===== src/rtl/brf_pkg.sv =====
package brf_pkg;

    localparam int WORD_W = 16;
    localparam int IX_W   = 5;
    localparam int CNT_W  = 15;

    // word positions inside a reply frame (decoded by neighbours, so fixed)
    localparam logic [IX_W-1:0] IX_SRC0  = 5'd3;
    localparam logic [IX_W-1:0] IX_TYPE  = 5'd6;
    localparam logic [IX_W-1:0] IX_LEN   = 5'd8;
    localparam logic [IX_W-1:0] IX_FILE0 = 5'd23;
    localparam logic [IX_W-1:0] IX_FILE1 = 5'd24;
    localparam logic [IX_W-1:0] IX_FILE2 = 5'd25;
    localparam logic [IX_W-1:0] IX_SEQ   = 5'd26;

    localparam logic [WORD_W-1:0] BOOT_ETYPE = 16'h0600;
    localparam logic [WORD_W-1:0] LEN_EMPTY  = 16'd40;

    typedef enum logic [1:0] {
        PH_HDR,
        PH_DATA,
        PH_TAIL,
        PH_DROP
    } phase_e;

    typedef struct packed {
        logic             fire;
        logic             empty;
        logic [CNT_W-1:0] words;
    } commit_t;

    // payload words carried by a frame of the given byte length (length >= 40)
    function automatic logic [CNT_W-1:0] payload_words(input logic [WORD_W-1:0] len);
        return CNT_W'((len - 16'd39) >> 1);
    endfunction

endpackage


===== src/rtl/brf_hdr_check.sv =====
module brf_hdr_check
    import brf_pkg::*;
(
    input  logic [IX_W-1:0]   idx,
    input  logic [WORD_W-1:0] word,
    input  logic [47:0]       host,
    input  logic [47:0]       src,
    input  logic [31:0]       file,
    input  logic [WORD_W-1:0] exp_seq,
    input  logic              first,
    output logic              ok
);
    logic [3:0] dst_hit;
    logic [3:0] src_hit;
    logic [1:0] src_sel;

    assign dst_hit[3] = 1'b0;
    assign src_hit[3] = 1'b0;

    for (genvar k = 0; k < 3; k++) begin : g_addr_word
        assign dst_hit[k] = (word == host[47-16*k -: 16]);
        assign src_hit[k] = (word == src[47-16*k -: 16]);
    end

    assign src_sel = idx[1:0] + 2'd1;

    always_comb begin
        ok = 1'b1;
        if (idx < IX_SRC0) begin
            ok = dst_hit[idx[1:0]];
        end else if (idx < IX_TYPE) begin
            ok = first || src_hit[src_sel];
        end else begin
            case (idx)
                IX_TYPE:  ok = (word == BOOT_ETYPE);
                IX_LEN:   ok = (word >= LEN_EMPTY);
                IX_FILE0: ok = (word == '0);
                IX_FILE1: ok = (word == file[31:16]);
                IX_FILE2: ok = (word == file[15:0]);
                IX_SEQ:   ok = (word == exp_seq);
                default:  ok = 1'b1;
            endcase
        end
    end
endmodule


===== src/rtl/brf_session.sv =====
module brf_session
    import brf_pkg::*;
#(
    parameter int                ADDR_W    = 16,
    parameter logic [ADDR_W-1:0] BASE_ADDR = 'h100
) (
    input  logic              clk,
    input  logic              rst,
    input  logic              start,
    input  commit_t           commit,
    input  logic              cap_en,
    input  logic [1:0]        cap_sel,
    input  logic [WORD_W-1:0] cap_word,
    output logic              active,
    output logic [WORD_W-1:0] exp_seq,
    output logic [47:0]       src,
    output logic [ADDR_W-1:0] base,
    output logic              last
);
    logic [2:0][WORD_W-1:0] src_q;

    assign src = src_q;

    always_ff @(posedge clk) begin
        if (rst) begin
            active  <= 1'b0;
            exp_seq <= 16'd1;
            base    <= BASE_ADDR;
            last    <= 1'b0;
            src_q   <= '0;
        end else if (start) begin
            active  <= 1'b1;
            exp_seq <= 16'd1;
            base    <= BASE_ADDR;
            last    <= 1'b0;
        end else begin
            if (cap_en) begin
                src_q[2'd2 - cap_sel] <= cap_word;
            end
            if (commit.fire) begin
                exp_seq <= exp_seq + 16'd1;
                base    <= base + ADDR_W'(commit.words);
                if (commit.empty) begin
                    last   <= 1'b1;
                    active <= 1'b0;
                end
            end
        end
    end
endmodule


===== src/rtl/brf_parser.sv =====
module brf_parser
    import brf_pkg::*;
#(
    parameter int ADDR_W = 16
) (
    input  logic              clk,
    input  logic              rst,
    input  logic              rx_valid,
    input  logic [WORD_W-1:0] rx_data,
    input  logic              rx_eop,
    input  logic              active,
    input  logic              first,
    input  logic              hdr_ok,
    input  logic [ADDR_W-1:0] base,
    output logic [IX_W-1:0]   idx,
    output commit_t           commit,
    output logic              cap_en,
    output logic [1:0]        cap_sel,
    output logic              mem_we,
    output logic [ADDR_W-1:0] mem_addr,
    output logic [WORD_W-1:0] mem_wdata,
    output logic              accept,
    output logic              discard
);
    phase_e           ph, ph_n;
    logic [IX_W-1:0]  idx_n;
    logic [CNT_W-1:0] cnt, cnt_n, pos, pos_n;
    logic             we_n, acc_n, disc_n;

    assign cap_sel = idx[1:0] + 2'd1;

    always_comb begin
        ph_n   = ph;
        idx_n  = idx;
        cnt_n  = cnt;
        pos_n  = pos;
        we_n   = 1'b0;
        acc_n  = 1'b0;
        disc_n = 1'b0;
        cap_en = 1'b0;
        if (rx_valid) begin
            unique case (ph)
                PH_HDR: begin
                    if (!active) begin
                        ph_n = PH_DROP;
                    end else if (!hdr_ok) begin
                        disc_n = 1'b1;
                        ph_n   = PH_DROP;
                    end else begin
                        idx_n = idx + 1'b1;
                        if (idx == IX_LEN) cnt_n = payload_words(rx_data);
                        if (first && idx >= IX_SRC0 && idx < IX_TYPE) cap_en = 1'b1;
                        if (idx == IX_SEQ) begin
                            ph_n  = (cnt == '0) ? PH_TAIL : PH_DATA;
                            pos_n = '0;
                            if (rx_eop) begin
                                acc_n  = (cnt == '0);
                                disc_n = (cnt != '0);
                            end
                        end else if (rx_eop) begin
                            disc_n = 1'b1;
                        end
                    end
                end
                PH_DATA: begin
                    we_n  = 1'b1;
                    pos_n = pos + 1'b1;
                    if (pos_n == cnt) ph_n = PH_TAIL;
                    if (rx_eop) begin
                        acc_n  = (pos_n == cnt);
                        disc_n = (pos_n != cnt);
                    end
                end
                PH_TAIL: acc_n = rx_eop;
                PH_DROP: ;
            endcase
            if (rx_eop) begin
                ph_n  = PH_HDR;
                idx_n = '0;
            end
        end
    end

    assign commit.fire  = acc_n;
    assign commit.empty = (cnt == '0);
    assign commit.words = cnt;

    always_ff @(posedge clk) begin
        if (rst) begin
            ph        <= PH_HDR;
            idx       <= '0;
            cnt       <= '0;
            pos       <= '0;
            mem_we    <= 1'b0;
            mem_addr  <= '0;
            mem_wdata <= '0;
            accept    <= 1'b0;
            discard   <= 1'b0;
        end else begin
            ph        <= ph_n;
            idx       <= idx_n;
            cnt       <= cnt_n;
            pos       <= pos_n;
            mem_we    <= we_n;
            mem_addr  <= base + ADDR_W'(pos);
            mem_wdata <= rx_data;
            accept    <= acc_n;
            discard   <= disc_n;
        end
    end
endmodule


===== src/rtl/boot_reply_filter.sv =====
module boot_reply_filter
    import brf_pkg::*;
#(
    parameter int                ADDR_W    = 16,
    parameter logic [ADDR_W-1:0] BASE_ADDR = 'h100
) (
    input  logic              clk,
    input  logic              rst,
    input  logic              start,
    input  logic              rx_valid,
    input  logic [15:0]       rx_data,
    input  logic              rx_eop,
    input  logic [47:0]       host_addr,
    input  logic [31:0]       file_num,
    output logic              mem_we,
    output logic [ADDR_W-1:0] mem_addr,
    output logic [15:0]       mem_wdata,
    output logic              pkt_discard,
    output logic              pkt_accept,
    output logic              last_seen
);
    commit_t           commit;
    logic              active, first, hdr_ok, cap_en;
    logic [1:0]        cap_sel;
    logic [IX_W-1:0]   idx;
    logic [WORD_W-1:0] exp_seq;
    logic [47:0]       src;
    logic [ADDR_W-1:0] base;

    assign first = (exp_seq == 16'd1);

    brf_hdr_check u_check (
        .idx     (idx),
        .word    (rx_data),
        .host    (host_addr),
        .src     (src),
        .file    (file_num),
        .exp_seq (exp_seq),
        .first   (first),
        .ok      (hdr_ok)
    );

    brf_parser #(.ADDR_W(ADDR_W)) u_parser (
        .clk       (clk),
        .rst       (rst),
        .rx_valid  (rx_valid),
        .rx_data   (rx_data),
        .rx_eop    (rx_eop),
        .active    (active),
        .first     (first),
        .hdr_ok    (hdr_ok),
        .base      (base),
        .idx       (idx),
        .commit    (commit),
        .cap_en    (cap_en),
        .cap_sel   (cap_sel),
        .mem_we    (mem_we),
        .mem_addr  (mem_addr),
        .mem_wdata (mem_wdata),
        .accept    (pkt_accept),
        .discard   (pkt_discard)
    );

    brf_session #(.ADDR_W(ADDR_W), .BASE_ADDR(BASE_ADDR)) u_session (
        .clk      (clk),
        .rst      (rst),
        .start    (start),
        .commit   (commit),
        .cap_en   (cap_en),
        .cap_sel  (cap_sel),
        .cap_word (rx_data),
        .active   (active),
        .exp_seq  (exp_seq),
        .src      (src),
        .base     (base),
        .last     (last_seen)
    );
endmodule


===== config.mk =====
export PLATFORM = sky130hd
export DESIGN_NAME = boot_reply_filter
export DESIGN_NICKNAME = d
export VERILOG_FILES = /design/src/rtl/brf_pkg.sv /design/src/rtl/brf_hdr_check.sv /design/src/rtl/brf_session.sv /design/src/rtl/brf_parser.sv /design/src/rtl/boot_reply_filter.sv
export SDC_FILE = /design/constraint.sdc
export NUM_CORES = 1
export LEC_CHECK = 0
export BUFFER_PORTS_ARGS = -buffer_cell sky130_fd_sc_hd__buf_2
export CAP_MARGIN = 5
export CORE_MARGIN = 2
export CORE_UTILIZATION = 48
export DETAILED_ROUTE_END_ITERATION = 8
export MAX_ROUTING_LAYER = met4
export PLACE_DENSITY = 0.77
export SETUP_SLACK_MARGIN = 0.2
export SKIP_LAST_GASP = 1
export SLEW_MARGIN = 0
export SYNTH_ARGS = -nofsm -noshare
export SYNTH_HDL_FRONTEND = slang
export SYNTH_HIERARCHICAL = 1
export SYNTH_SLANG_ARGS = --single-unit

===== constraint.sdc =====
create_clock -name clk -period 7.3 [get_ports clk]
set_input_delay 0.73 -clock clk [delete_from_list [all_inputs] [get_ports clk]]
set_output_delay 0.73 -clock clk [all_outputs]
set_load 0.05 [all_outputs]

==> metrics <==
IO buf count 136; syn_nets 1,339; Avg Vias per Cell 5.85; Static Leak 4.10 nW; RSZ-0062 raised after global routing false; number of synthesized flops with an enable pin 0; I/O pin count 137; Non-Filler Instances 1,564; Die X 145 um; die footprint 21,100 um^2; setup TNS 0 ns; post-synth cell types 70; HP Class reg -> reg; Main synth FF type dfxtp_1; async set-reset flop share out of synthesis 0; Seq cells post-synth 154; Post-Route WL 26.2 mm; Critical Path RT 7.62 ns; fin area 11,000 um^2; Clock Sink Count 154; Mapped Area 9580 um^2; DP Wirelength 18.3 mm; Worst Setup Start Kind flop; CTS tree built; DRC 0; multi-input logic area 6130 um^2; relative slew slack 0.383; critical path class reg -> reg; Final ANT Viol Nets 0; total congestion overflow 0; area growth from synthesis to layout 14.4%; clock buffer count from CTS 17; clock root cell clkbuf_16; Post-DP Area 10,300 um^2; minimum clock period 5.39 ns; largest net degree at the start of global routing 85; Final Wtd Congestion 0.935; maximum VDD drop 0.172 mV; clk_lat worst skew 0.42 ns; Post-Place Cells 1,532; share of layout cells above drive strength 1 0.142; post-route clock period utilization 0.739; Power Density 181 nW/um^2; Total GRT Usage 0.256; DR vias 9,148; CP max FO 26; Yosys Warn Count 6; register area share after synthesis 0.322; Synth area leaders dfxtp_1 32%, xnor2_1 8.0%, xor2_1 6.5%, nand2_1 5.9%, ha_1 5.2%; CTS Buffer Depth 2; post-synthesis area per instance 8.01 um^2; CTS clock-pin slew for the worst setup and hold paths 0.06 ns; Avg WL per Cell 16.8 um; nets 1,429; cell accounting for the most synthesized area dfxtp_1; top-area cell type share of the netlist area 0.322; die height 145 um; Starting Density 0.491; clk_skew 0.00766 ns; Critical Path AT 5.71 ns; Final Hold Viols 0; cts repair resizes 0; Least-Margin Pin Slew 0.925 ns; run status finished, final reports clean; Fmax achieved 185 MHz; post-CTS setup buffer count 0; register area 3080 um^2; H-tree Lvls 4; first-pass GRT wire length 43.1 mm; # fillers 1,826; drt pass-1 iters 5; vias in the first global route 8,740; std cell rows 51; Slew Viols, Final 0; initial drt markers 874; Antenna diodes 0; hold_buf cts 0; number of max-cap violations 0; Synth Instances 1,196; fin util 0.561; # setup viols final 0; Total Power 1.98 mW; initial antenna violation count 0; area of the core 19,500 um^2; Crit. End Element flop
## placed cells by master, fill, tap and decap left out, drive strengths merged, types with 30 or more instances in the layout
cell type	netlist	routed
ha	40	40
nor2	100	100
nand2	150	150
xnor2	88	88
o21ai	45	45
nand4	31	31
xor2	71	71
nand3	30	30
buf	12	139
dfxtp	154	154
a21oi	98	98
## power breakdown
part	leakage, nW	internal (mW)	switching (mW)	total, mW
sequential	1.25	0.847	0.00350	0.851
combinational	2.55	0.0686	0.119	0.188
clock	0.307	0.590	0.353	0.943
total	4.10	1.51	0.475	1.98
## worst max-delay path: stages (launching register included)
cell	delay, ns
dfxtp_1	0.58
inv_1	0.19
ha_1	0.45
a222oi_1	0.59
xnor2_1	0.11
o32ai_1	0.25
a21oi_1	0.11
nor4_1	0.28
a31oi_1	0.12
nor3_1	0.43
nand2_1	0.17
nor2_1	0.22
a21oi_1	0.10
o22a_1	0.23
nor2_2	0.08
buf_4	0.31
and4_1	0.35
nand2_1	0.10
or3_1	0.33
xnor2_1	0.13
and2_1	0.15
## metal layers
layer,vias to the layer above,share of wire,GRT usage
met5,-,0,-
met4,0,0.029,0.110
met3,59,0.058,0.0421
met2,318,0.48,0.419
met1,4317,0.43,0.312
li1,4454,-,-
## flip-flops by register name, summed over array words and instances (netlist names)
signal	count
u_session/src	48
u_parser/mem_addr	16
u_parser/mem_wdata	16
u_session/base	16
u_session/exp_seq	16
u_parser/cnt	15
u_parser/pos	15
u_parser/idx	5
u_parser/ph	2
u_parser/accept	1
u_parser/discard	1
u_parser/mem_we	1
u_session/active	1
u_session/last	1
## per-stage QoR
stage | worst slack (ns) | hold WS [ns]
2_1_floorplan | 2.81 | 0.448
3_3_place_gp | 2.17 | 0.454
3_5_place_dp | 1.98 | 0.459
4_1_cts | 1.98 | 0.467
5_1_grt | 1.34 | 0.482
6_report | 1.91 | 0.467
## area by class of cell
class | instances | share of cell area
timing repair buffer | 139 | 0.0644
clock inverter | 11 | 0.0154
clock buffer | 21 | 0.0420
inverter | 21 | 0.00719
sequential | 154 | 0.281
multi-input combinational | 953 | 0.559
tap | 265 | 0.0303
## logic make-up (layout without fill, tap and decap cells)
kind of cell / Yosys count / after routing / synth area share
XOR/XNOR: 159 / 159 / 0.145
adder cells (fa/ha/maj): 42 / 42 / 0.0564
flip-flops: 154 / 154 / 0.322
AO/OA/AOI/OAI: 262 / 262 / 0.175
AND/OR/NAND/NOR: 474 / 474 / 0.246
multiplexers: 16 / 16 / 0.0170
buffers and inverters: 89 / 192 / 0.0385
## cell usage after synthesis, types with 11 or more instances
master,instances
dfxtp_1,154
nand2_1,150
nor2_1,100
a21oi_1,97
xnor2_1,88
xor2_1,71
clkbuf_1,56
o21ai_0,42
ha_1,40
nand4_1,31
nand3_1,30
nor2b_1,29
nor4_1,27
nor3_1,26
inv_1,21
a211oi_1,18
a31oi_1,17
mux2i_1,14
or3_1,14
a222oi_1,13
and3_1,12
a21o_1,11
nand2b_1,11
## path summary, 6_finish.rpt
path	from	endpoint	cells after the start	slack, ns
worst max-delay path	u_parser/idx[0]	u_session/exp_seq[15]	20	1.91
worst min-delay path	u_session/src[34]	u_session/src[34]	2	0.47
worst max register to register	u_parser/idx[0]	u_session/exp_seq[15]	20	1.91
worst min register to register	u_session/src[34]	u_session/src[34]	2	0.47
Note: power is estimated with default switching activity, not from simulation.
